==> config.mk <==
export PLATFORM = sky130hd
export DESIGN_NAME = xfer_splitter
export DESIGN_NICKNAME = d
export VERILOG_FILES = /design/src/rtl/xsplit_pkg.sv /design/src/rtl/xsplit_lane_mask.sv /design/src/rtl/xsplit_plan.sv /design/src/rtl/xsplit_ctrl.sv /design/src/rtl/xfer_splitter.sv
export SDC_FILE = /design/constraint.sdc
export NUM_CORES = 1
export LEC_CHECK = 0
export ABC_AREA = 1
export BUFFER_PORTS_ARGS = -buffer_cell sky130_fd_sc_hd__buf_4
export CELL_PAD_IN_SITES_DETAIL_PLACEMENT = 0
export CELL_PAD_IN_SITES_GLOBAL_PLACEMENT = 1
export CORE_UTILIZATION = 35
export DETAILED_ROUTE_END_ITERATION = 12
export PLACE_DENSITY_LB_ADDON = 0.15
export SETUP_SLACK_MARGIN = 0.2
export SLEW_MARGIN = 20
export SYNTH_ARGS = -nofsm -noshare
export SYNTH_HDL_FRONTEND = slang
export SYNTH_SLANG_ARGS = --single-unit
==> constraint.sdc <==
create_clock -name clk -period 2.24 [get_ports clk]
set_clock_uncertainty 0.05 [all_clocks]
set_input_delay 0.448 -clock clk [delete_from_list [all_inputs] [get_ports clk]]
set_output_delay 0.448 -clock clk [all_outputs]
set_load 0.01 [all_outputs]
==> src/rtl/xsplit_pkg.sv <==
`timescale 1ns/1ps
package xsplit_pkg;

   typedef enum logic [1:0] {
      SPL_IDLE   = 2'd0,
      SPL_FIRST  = 2'd1,
      SPL_SECOND = 2'd2
   } spl_state_e;

   function automatic bit is_pow2(input int v);
      return (v > 0) && ((v & (v - 1)) == 0);
   endfunction

endpackage

==> src/rtl/xsplit_lane_mask.sv <==
`timescale 1ns/1ps
module xsplit_lane_mask #(
   parameter int BUS_BYTES = 8,
   parameter int SUM_W     = 5
) (
   input  logic [SUM_W-1:0]       lo,
   input  logic [SUM_W-1:0]       hi,
   input  logic [SUM_W-1:0]       cut,
   output logic [2*BUS_BYTES-1:0] span_m,
   output logic [BUS_BYTES-1:0]   below_m
);
   localparam int WIDE = 2 * BUS_BYTES;

   for (genvar i = 0; i < WIDE; i++) begin : g_span
      localparam logic [SUM_W-1:0] IDX = SUM_W'(i);
      assign span_m[i] = (IDX >= lo) && (IDX < hi);
   end

   for (genvar j = 0; j < BUS_BYTES; j++) begin : g_below
      localparam logic [SUM_W-1:0] JDX = SUM_W'(j);
      assign below_m[j] = (JDX < cut);
   end
endmodule

==> src/rtl/xsplit_plan.sv <==
`timescale 1ns/1ps
module xsplit_plan #(
   parameter int ADDR_W       = 32,
   parameter int LEN_W        = 4,
   parameter int BUS_BYTES    = 8,
   parameter int IO_WR_SPAN   = 4,
   parameter int IO_MAX_BYTES = 4
) (
   input  logic [ADDR_W-1:0]    addr,
   input  logic [LEN_W-1:0]     len,
   input  logic                 write,
   input  logic                 io,
   output logic                 bad,
   output logic                 split,
   output logic [ADDR_W-1:0]    addr0,
   output logic [ADDR_W-1:0]    addr1,
   output logic [BUS_BYTES-1:0] be0,
   output logic [BUS_BYTES-1:0] be1
);
   localparam int LANE_W = $clog2(BUS_BYTES);
   localparam int SUM_W  = ((LANE_W > LEN_W) ? LANE_W : LEN_W) + 1;
   localparam logic [SUM_W-1:0] BB_S   = SUM_W'(BUS_BYTES);
   localparam logic [SUM_W-1:0] IOW_S  = SUM_W'(IO_WR_SPAN);
   localparam logic [SUM_W-1:0] IOM_S  = SUM_W'(IO_MAX_BYTES);

   logic [LANE_W-1:0]      off;
   logic [ADDR_W-1:0]      base;
   logic [SUM_W-1:0]       off_x;
   logic [SUM_W-1:0]       len_x;
   logic [SUM_W-1:0]       end_pt;
   logic [SUM_W-1:0]       cut;
   logic [2*BUS_BYTES-1:0] span_m;
   logic [BUS_BYTES-1:0]   below_m;
   logic [BUS_BYTES-1:0]   span_lo;
   logic                   cut_at_line;

   assign off    = addr[LANE_W-1:0];
   assign base   = {addr[ADDR_W-1:LANE_W], LANE_W'(0)};
   assign off_x  = SUM_W'(off);
   assign len_x  = SUM_W'(len);
   assign end_pt = off_x + len_x;

   // Pick the cut point: the next boundary above the start lane.
   if (IO_WR_SPAN < BUS_BYTES) begin : g_io_narrow
      always_comb begin
         if (io && write) cut = (off_x & ~(IOW_S - SUM_W'(1))) + IOW_S;
         else             cut = BB_S;
      end
   end else begin : g_io_uniform
      assign cut = BB_S;
   end

   xsplit_lane_mask #(
      .BUS_BYTES (BUS_BYTES),
      .SUM_W     (SUM_W)
   ) u_mask (
      .lo      (off_x),
      .hi      (end_pt),
      .cut     (cut),
      .span_m  (span_m),
      .below_m (below_m)
   );

   assign span_lo     = span_m[BUS_BYTES-1:0];
   assign cut_at_line = (cut == BB_S);

   assign bad   = (len_x == '0) || (len_x > BB_S) || (io && (len_x > IOM_S));
   assign split = (end_pt > cut);
   assign addr0 = base;
   assign addr1 = cut_at_line ? (base + ADDR_W'(BUS_BYTES)) : base;
   assign be0   = span_lo & below_m;
   assign be1   = cut_at_line ? span_m[2*BUS_BYTES-1:BUS_BYTES] : (span_lo & ~below_m);
endmodule

==> src/rtl/xsplit_ctrl.sv <==
`timescale 1ns/1ps
module xsplit_ctrl
   import xsplit_pkg::*;
#(
   parameter int ADDR_W    = 32,
   parameter int BUS_BYTES = 8
) (
   input  logic                 clk,
   input  logic                 rst_n,
   input  logic                 req_valid,
   output logic                 req_ready,
   input  logic                 bad,
   input  logic                 split,
   input  logic [ADDR_W-1:0]    addr0,
   input  logic [ADDR_W-1:0]    addr1,
   input  logic [BUS_BYTES-1:0] be0,
   input  logic [BUS_BYTES-1:0] be1,
   input  logic                 write,
   input  logic                 io,
   output logic                 err_pulse,
   output logic                 xfer_valid,
   input  logic                 xfer_ready,
   output logic [ADDR_W-1:0]    xfer_addr,
   output logic [BUS_BYTES-1:0] xfer_be,
   output logic                 xfer_write,
   output logic                 xfer_io,
   output logic                 xfer_last
);
   localparam int LANE_W = $clog2(BUS_BYTES);

   spl_state_e             state_q;
   logic [ADDR_W-1:0]      out_addr_q, hold_addr_q;
   logic [BUS_BYTES-1:0]   out_be_q, hold_be_q;
   logic                   out_last_q, out_wr_q, out_io_q, err_q;
   logic                   accept;

   assign req_ready = (state_q == SPL_IDLE);
   assign accept    = req_valid && req_ready;

   always_ff @(posedge clk) begin
      if (!rst_n) begin
         state_q     <= SPL_IDLE;
         out_addr_q  <= '0;
         hold_addr_q <= '0;
         out_be_q    <= '0;
         hold_be_q   <= '0;
         out_last_q  <= 1'b0;
         out_wr_q    <= 1'b0;
         out_io_q    <= 1'b0;
         err_q       <= 1'b0;
      end else begin
         err_q <= accept && bad;
         unique case (state_q)
            SPL_IDLE: begin
               if (accept && !bad) begin
                  out_addr_q  <= addr0;
                  out_be_q    <= be0;
                  out_last_q  <= !split;
                  hold_addr_q <= addr1;
                  hold_be_q   <= be1;
                  out_wr_q    <= write;
                  out_io_q    <= io;
                  state_q     <= SPL_FIRST;
               end
            end
            SPL_FIRST: begin
               if (xfer_ready) begin
                  if (out_last_q) begin
                     state_q <= SPL_IDLE;
                  end else begin
                     out_addr_q <= hold_addr_q;
                     out_be_q   <= hold_be_q;
                     out_last_q <= 1'b1;
                     state_q    <= SPL_SECOND;
                  end
               end
            end
            SPL_SECOND: begin
               if (xfer_ready) state_q <= SPL_IDLE;
            end
            default: state_q <= SPL_IDLE;
         endcase
      end
   end

   assign xfer_valid = (state_q != SPL_IDLE);
   assign xfer_addr  = out_addr_q;
   assign xfer_be    = out_be_q;
   assign xfer_write = out_wr_q;
   assign xfer_io    = out_io_q;
   assign xfer_last  = out_last_q;
   assign err_pulse  = err_q;

   // emitted addresses are always bus aligned
   assert_aligned_addr_R2: assert property (@(posedge clk) disable iff (!rst_n)
      xfer_valid |-> (xfer_addr[LANE_W-1:0] == '0));

   // a transfer always moves at least one byte
   assert_lanes_present_R3: assert property (@(posedge clk) disable iff (!rst_n)
      xfer_valid |-> (xfer_be != '0));

   // a rejected request leaves the bus side idle
   assert_err_no_xfer_R7: assert property (@(posedge clk) disable iff (!rst_n)
      err_pulse |-> !xfer_valid);

   // request side stays closed while any transfer is pending
   assert_stall_request_R8: assert property (@(posedge clk) disable iff (!rst_n)
      xfer_valid |-> !req_ready);

   // accepted first half is followed at once by the final half
   assert_second_follows_R8: assert property (@(posedge clk) disable iff (!rst_n)
      (xfer_valid && xfer_ready && !xfer_last) |=> (xfer_valid && xfer_last));

   // a stalled transfer holds its contents
   assert_hold_stalled_R9: assert property (@(posedge clk) disable iff (!rst_n)
      (xfer_valid && !xfer_ready) |=> (xfer_valid && $stable(xfer_addr)
         && $stable(xfer_be) && $stable(xfer_last) && $stable(xfer_write) && $stable(xfer_io)));
endmodule

==> src/rtl/xfer_splitter.sv <==
`timescale 1ns/1ps
module xfer_splitter
   import xsplit_pkg::*;
#(
   parameter int ADDR_W       = 32,
   parameter int LEN_W        = 4,
   parameter int BUS_BYTES    = 8,
   parameter int IO_WR_SPAN   = 4,
   parameter int IO_MAX_BYTES = 4
) (
   input  logic                 clk,
   input  logic                 rst_n,
   input  logic                 req_valid,
   output logic                 req_ready,
   input  logic [ADDR_W-1:0]    req_addr,
   input  logic [LEN_W-1:0]     req_len,
   input  logic                 req_write,
   input  logic                 req_io,
   output logic                 req_err,
   output logic                 xfer_valid,
   input  logic                 xfer_ready,
   output logic [ADDR_W-1:0]    xfer_addr,
   output logic [BUS_BYTES-1:0] xfer_be,
   output logic                 xfer_write,
   output logic                 xfer_io,
   output logic                 xfer_last
);
   if (!is_pow2(BUS_BYTES) || BUS_BYTES < 2) begin : g_bad_bus
      $error("BUS_BYTES must be a power of two of at least 2");
   end
   if (!is_pow2(IO_WR_SPAN) || IO_WR_SPAN > BUS_BYTES) begin : g_bad_span
      $error("IO_WR_SPAN must be a power of two no larger than BUS_BYTES");
   end
   if (IO_MAX_BYTES < 1 || IO_MAX_BYTES > IO_WR_SPAN) begin : g_bad_iomax
      $error("IO_MAX_BYTES must lie in 1..IO_WR_SPAN");
   end
   if ((1 << LEN_W) <= BUS_BYTES) begin : g_bad_len
      $error("LEN_W too narrow to encode a full bus width");
   end
   if (ADDR_W <= $clog2(BUS_BYTES)) begin : g_bad_addr
      $error("ADDR_W too narrow");
   end

   logic                 p_bad, p_split;
   logic [ADDR_W-1:0]    p_addr0, p_addr1;
   logic [BUS_BYTES-1:0] p_be0, p_be1;

   xsplit_plan #(
      .ADDR_W       (ADDR_W),
      .LEN_W        (LEN_W),
      .BUS_BYTES    (BUS_BYTES),
      .IO_WR_SPAN   (IO_WR_SPAN),
      .IO_MAX_BYTES (IO_MAX_BYTES)
   ) u_plan (
      .addr  (req_addr),
      .len   (req_len),
      .write (req_write),
      .io    (req_io),
      .bad   (p_bad),
      .split (p_split),
      .addr0 (p_addr0),
      .addr1 (p_addr1),
      .be0   (p_be0),
      .be1   (p_be1)
   );

   xsplit_ctrl #(
      .ADDR_W    (ADDR_W),
      .BUS_BYTES (BUS_BYTES)
   ) u_ctrl (
      .clk        (clk),
      .rst_n      (rst_n),
      .req_valid  (req_valid),
      .req_ready  (req_ready),
      .bad        (p_bad),
      .split      (p_split),
      .addr0      (p_addr0),
      .addr1      (p_addr1),
      .be0        (p_be0),
      .be1        (p_be1),
      .write      (req_write),
      .io         (req_io),
      .err_pulse  (req_err),
      .xfer_valid (xfer_valid),
      .xfer_ready (xfer_ready),
      .xfer_addr  (xfer_addr),
      .xfer_be    (xfer_be),
      .xfer_write (xfer_write),
      .xfer_io    (xfer_io),
      .xfer_last  (xfer_last)
   );

   // an I/O transfer never enables more lanes than the I/O size limit
   assert_io_lane_limit_R5: assert property (@(posedge clk) disable iff (!rst_n)
      (xfer_valid && xfer_io) |-> ($countones(xfer_be) <= IO_MAX_BYTES));
endmodule

==> impl_metrics.py, run 1 <==
metrics = {
    "finish": {
        "num_antenna_cells": 0,
        "multi_input_area_um2": 2640,
        "drive_above_1_share_pct": 21.8,
        "regArea_um2": 1600,
        "fillers": 1364,
        "area_growth_pct": 28.0,
        "layout.nets": 811,
    },
    "power_and_ir_drop": {
        "powerDensity_nw_per_um2": 698,
        "leakagePower_nw": 2.57,
        "power_mw": 4.08,
        "ir_worst_vdd_v": 0.000403,
    },
    "detailed_routing": {
        "postRouteAntennaNets": 0,
        "routed_wl_um": 12600,
        "wire_per_inst_um": 13.5,
        "drcViolationCount": 0,
        "num_vias": 4563,
        "first_pass_iters": 4,
        "viasPerCell": 4.86,
        "drt-initial-drc-count": 210,
    },
    "setup_path": {
        "critPathArrivalTime_ns": 2.06,
        "timing.rr.start": "u_ctrl.state_q[1]$_SDFFE_PN0P_",
        "reg2reg_to": "u_ctrl.xfer_be[2]$_SDFFE_PN0P_",
        "r2r_cells": 10,
        "crit_start": "req_addr[1]",
        "criticalPathCategory": "in2reg",
        "r2r_slack_ns": 0.64,
        "start_kind": "input port",
        "cp_max_fo": 3,
        "setup.worst_path.end_class": "register",
        "cp.required_ns": 2.39,
    },
    "cts": {
        "ctsLongestPathBuffers": 2,
        "numCtsBuffers": 9,
        "numClockSinks": 80,
        "cts_tree": "built",
        "path_clk_slew_ns": 0.06,
        "clock-root-buffer": "clkbuf_16",
        "cts_max_level": 3,
        "clk_latency_ns": 0.34,
        "cts_hold_buffers": 0,
    },
    "placement": {
        "gp_congestion": 0.860,
        "post-dp-hpwl_um": 9230,
        "place_ws_ns": -0.0508,
        "portBuffers": 84,
    },
    "outcome": {
        "outcome": "complete, no violations",
    },
    "job": {
        "cap_violations": 0,
    },
    "floorplanning": {
        "core_um2": 12700,
        "dieArea_um2": 13500,
        "die_y_um": 116,
        "ios": 88,
        "fp.dieW_um": 116,
        "num_rows": 41,
        "start_util_pct": 36.0,
    },
    "synth": {
        "synth_top_area_cell": "dfxtp_1",
        "synth_edf_count": 0,
        "synth-async-reset-ratio_pct": 0,
        "syn-instance-count": 680,
        "seq_area_frac_synth_pct": 35.1,
        "yosysTopAreaCellShare_pct": 35.1,
        "yosys_warnings": 0,
        "synth-main-ff-cell": "dfxtp_1",
        "avgSynthCellArea_um2": 6.71,
        "synth-seq-cells": 80,
        "syn_area_um2": 4560,
        "ys_types": 38,
        "synth_area_leaders": "dfxtp_1 (35%), nand2_1 (17%), o21ai_0 (6.1%)",
    },
    "sta": {
        "maxSlewHeadroom_pct": 63.7,
        "finalCritPeriodShare_pct": 85.5,
        "hold_violations": 0,
        "period_minus_slack_ns": 1.91,
        "fin_setup_tns_ns": 0,
        "slew_viol_final": 0,
        "max_freq_ghz": 0.522,
        "worst_hold_slack_ns": 0.337,
        "rsz0062_at_grt": "yes",
        "setup_viol": 0,
        "tightest_slew_ns": 0.545,
        "setup_ws_ns": 0.325,
    },
    "hold_path": {
        "min_path_type": "in2reg",
        "holdPathEnd": "u_ctrl.xfer_write$_SDFFE_PN0P_",
        "hold_start": "req_write",
        "worstHoldPathCells": 3,
    },
    "global_routing": {
        "first_global_vias": 4082,
        "grt-ovfl-total": 0,
        "grt_pass1_wl_um": 20600,
        "grt_antenna_before_repair": 0,
        "grt_max_degree": 45,
        "grt_usage_pct": 19.8,
    },
}
## kinds of logic (layout without fill, tap and decap cells)
| family | Yosys count | after routing | share of synthesized area (%) |
|---|---|---|---|
| adder cells (fa/ha/maj) | 7 | 7 | 2.08 |
| buffers and inverters | 87 | 172 | 8.66 |
| flip-flops | 80 | 80 | 35.1 |
| other | 1 | 3 | 0.0822 |
| AND/OR/NAND/NOR | 335 | 335 | 32.0 |
| AO/OA/AOI/OAI | 157 | 157 | 19.6 |
| XOR/XNOR | 13 | 13 | 2.50 |
## final cells by class
type,instances,area share (%)
Inverter,50,3.21
Timing Repair Buffer,106,14.7
Multi-Input combinational cell,515,45.2
Sequential cell,80,27.4
Tap cell,172,3.68
Clock inverter,5,1.78
Clock buffer,11,3.98
## critical path: stages
cell and delay, ns:
buf_4 0.14, ha_1 0.30, nand3_2 0.09, nand3_1 0.10, nand2_1 0.10, nand2_1 0.09, ha_1 0.31, nand2_1 0.07
nor2_1 0.04, o21ai_1 0.13, nor2_1 0.05, a21oi_1 0.12, a21oi_1 0.07
## cells in the final DEF (no fill, tap or decap), drive strengths merged
cell type	netlist	final
xnor2	4	4
ha	6	6
nand2	209	209
nor3	5	5
conb	1	3
clkbuf	16	11
inv	50	51
o21ai	60	60
dfxtp	80	80
o21bai	1	1
nand3b	9	9
a31oi	31	31
a22oi	1	1
nor4	1	1
fa	1	1
buf	21	106
xor2	9	9
a21boi	1	1
nor2	70	70
o211ai	3	3
clkinv	0	1
a21o	1	1
a211oi	1	1
o21a	12	12
nand3	36	36
nand4	4	4
or2	1	1
bufinv	0	3
a21oi	46	46
## where the power goes
part | switching (mW) | leakage (nW) | total (mW) | internal, mW
clock | 0.593 | 0.164 | 1.68 | 1.09
sequential | 0.0540 | 0.655 | 1.59 | 1.53
combinational | 0.459 | 1.75 | 0.806 | 0.347
## registers in the layout, indices dropped and copies added (netlist names)
register,flops
u_ctrl.hold_be_q,8
u_ctrl.xfer_addr,29
u_ctrl.xfer_last,1
u_ctrl.xfer_io,1
u_ctrl.err_pulse,1
u_ctrl.xfer_write,1
u_ctrl.xfer_be,8
u_ctrl.state_q,2
u_ctrl.hold_addr_q,29
## Yosys cell counts, types with 3 or more instances
library cell	n
a21oi_1	44
a31oi_1	31
buf_2	10
buf_4	7
buf_6	4
clkbuf_1	16
dfxtp_1	80
ha_1	6
inv_1	43
inv_2	7
nand2_1	203
nand2_2	6
nand3_1	30
nand3_2	6
nand3b_1	9
nand4_1	4
nor2_1	57
nor2_2	8
nor2_4	5
nor3_1	5
o211ai_1	3
o21a_1	12
o21ai_0	56
o21ai_1	3
xnor2_1	4
xor2_1	9
## how the worst max path moves through the flow
stage                               endpoint  slack (ns)
6_report       u_ctrl.xfer_last$_SDFFE_PN0P_        0.33
5_1_grt        u_ctrl.xfer_last$_SDFFE_PN0P_        0.20
4_1_cts        u_ctrl.xfer_last$_SDFFE_PN0P_        0.30
3_5_place_dp   u_ctrl.xfer_last$_SDFFE_PN0P_       -0.05
3_3_place_gp   u_ctrl.xfer_last$_SDFFE_PN0P_        0.01
2_1_floorplan  u_ctrl.xfer_last$_SDFFE_PN0P_        0.15
## routing by layer
metal	vias to the layer above	part of all wire (%)	track usage, %	routed length (um)
met3	9	4.0	3.53	508
met1	2056	52	29.0	6640
met2	95	42	29.1	5350
met5	-	0	0	0
met4	0	1.2	6.67	147
li1	2403	-	-	-
## metrics by stage
stage | cells | area, um^2 | util [%]
final | 939 | 5840 | 46.1
after detailed placement | 922 | 5460 | 43.1
after global placement | 922 | 5460 | 43.1
after floorplan | 682 | 4610 | -
after CTS | 938 | 5800 | 45.8
after global routing | 939 | 5840 | 46.1
## timing repair
item,in CTS,in global routing
endpoints found under the setup margin,0,7
buffers inserted,0,1
resized for setup,0,6
hold endpoints to repair,0,0
No activity file was read; power rests on OpenSTA's default activity.
==> inputs of run 2 (changes only) <==
--- a/config.mk
+++ b/config.mk
@@ -9,6 +9,7 @@
 export BUFFER_PORTS_ARGS = -buffer_cell sky130_fd_sc_hd__buf_4
 export CELL_PAD_IN_SITES_DETAIL_PLACEMENT = 0
 export CELL_PAD_IN_SITES_GLOBAL_PLACEMENT = 1
+export CORE_MARGIN = 3
 export CORE_UTILIZATION = 35
 export DETAILED_ROUTE_END_ITERATION = 12
 export PLACE_DENSITY_LB_ADDON = 0.15
==> run 2 against run 1 <==
Hold slack got worse by 0.0026 ns. First-iteration DRC count increased by 27%. Global-route usage shrank 1.4 points. Via count is 0.13% higher. Count of clock-buffer cells in the layout grew 1. Cell area shrank 0.75%. Combinational power down 1%. Sequential share of layout area increased by 0.21 points. Maximum frequency fell by 0.49%. Critical path type unchanged. Highest routed layer unchanged. Clock power fell by 6%. Largest power group is now registers.
==> impl_metrics.py, run 2 (same netlist as run 1, synthesis figures left out) <==
metrics = {
    "outcome": {
        "outcome": "complete, no violations",
    },
    "detailed_routing": {
        "wire_per_inst_um": 13.7,
        "first_pass_iters": 5,
        "drt-initial-drc-count": 267,
        "num_vias": 4569,
        "viasPerCell": 4.88,
        "routed_wl_um": 12800,
        "postRouteAntennaNets": 0,
        "drcViolationCount": 0,
    },
    "floorplanning": {
        "num_rows": 41,
        "start_util_pct": 36.0,
        "fp.dieW_um": 120,
        "core_um2": 12700,
        "ios": 88,
        "dieArea_um2": 14400,
        "die_y_um": 120,
    },
    "placement": {
        "portBuffers": 84,
        "place_ws_ns": -0.0747,
        "gp_congestion": 0.869,
        "place_area_um2": 5460,
        "post-dp-hpwl_um": 9640,
        "placed_cells": 921,
    },
    "sta": {
        "slew_viol_final": 0,
        "tightest_slew_ns": 0.510,
        "rsz0062_at_grt": "no",
        "fin_setup_tns_ns": 0,
        "finalCritPeriodShare_pct": 85.9,
        "worst_hold_slack_ns": 0.335,
        "hold_violations": 0,
        "setup_ws_ns": 0.316,
        "max_freq_ghz": 0.520,
        "maxSlewHeadroom_pct": 65.9,
        "period_minus_slack_ns": 1.92,
        "setup_viol": 0,
    },
    "cts": {
        "cts_tree": "built",
        "path_clk_slew_ns": 0.06,
        "numCtsBuffers": 9,
        "ctsLongestPathBuffers": 2,
        "numClockSinks": 80,
        "clock-root-buffer": "clkbuf_16",
        "clk_latency_ns": 0.34,
        "cts_hold_buffers": 0,
        "cts_max_level": 3,
        "cts_setup_buffers": 0,
        "cts_repair_resize_count": 0,
    },
    "global_routing": {
        "grt_usage_pct": 18.4,
        "first_global_vias": 4241,
        "grt_antenna_before_repair": 0,
        "grt_pass1_wl_um": 21300,
        "grt-ovfl-total": 0,
        "grt_max_degree": 41,
    },
    "finish": {
        "mostFrequentLayoutCells": "nand2_1 (202), buf_4 (99), dfxtp_1 (80)",
        "area_growth_pct": 27.0,
        "utilization_pct": 45.7,
        "layout.nets": 809,
        "final_common_cell": "nand2_1",
        "final-instance-count-excl-fill": 937,
        "drive_above_1_share_pct": 21.2,
        "design_area_um2": 5800,
        "num_antenna_cells": 0,
    },
    "hold_path": {
        "min_path_type": "in2reg",
        "worstHoldPathCells": 3,
    },
    "job": {
        "cap_violations": 0,
    },
    "setup_path": {
        "cp_max_fo": 2,
        "start_kind": "input port",
        "criticalPathCategory": "in2reg",
        "critPathArrivalTime_ns": 2.08,
        "r2r_cells": 10,
        "cp.required_ns": 2.39,
        "setup.worst_path.end_class": "register",
    },
    "power_and_ir_drop": {
        "powerDensity_nw_per_um2": 684,
        "power_mw": 3.96,
        "ir_worst_vdd_v": 0.000537,
        "leakagePower_nw": 2.56,
    },
}
## run 2: layout make-up
type	instances	area, um^2
fillers	1377	6870
multi-input cells	515	2630
flip-flops and latches	80	1600
repair buffers	104	843
clock buffers	12	246
well taps	172	215
inverters	50	188
clock inverters	4	76.3
## run 2: worst paths after layout
path / start / to / slack, ns
max reg2reg: u_ctrl.state_q[1]$_SDFFE_PN0P_ / u_ctrl.xfer_addr[28]$_SDFFE_PN0P_ / 0.73
max: req_addr[0] / u_ctrl.xfer_last$_SDFFE_PN0P_ / 0.32
min reg2reg: u_ctrl.hold_be_q[2]$_SDFFE_PN0P_ / u_ctrl.hold_be_q[2]$_SDFFE_PN0P_ / 0.42
min: req_write / u_ctrl.xfer_write$_SDFFE_PN0P_ / 0.33
## run 2: layer usage
layer / up-vias / global-route usage (%) / wire length [um]
li1: 2400 / - / -
met1: 2068 / 26.1 / 6520
met2: 92 / 28.0 / 5540
met3: 9 / 3.84 / 623
met4: 0 / 5.80 / 138
met5: - / 0 / 0
## run 2: critical path, cell delays in order
cell and delay [ns]:
buf_4 0.13, ha_4 0.16, fa_2 0.37, nor2_1 0.19, nor2_4 0.05, inv_2 0.08
ha_4 0.19, nand2_1 0.05, nor2_1 0.04, o21ai_1 0.13, nor2_1 0.05, a21oi_1 0.12
a21oi_1 0.07
## run 2: report_power, final
part | total, mW | internal [mW] | switching [mW]
clock network | 1.58 | 1.01 | 0.568
logic | 0.796 | 0.339 | 0.457
registers | 1.59 | 1.53 | 0.0556
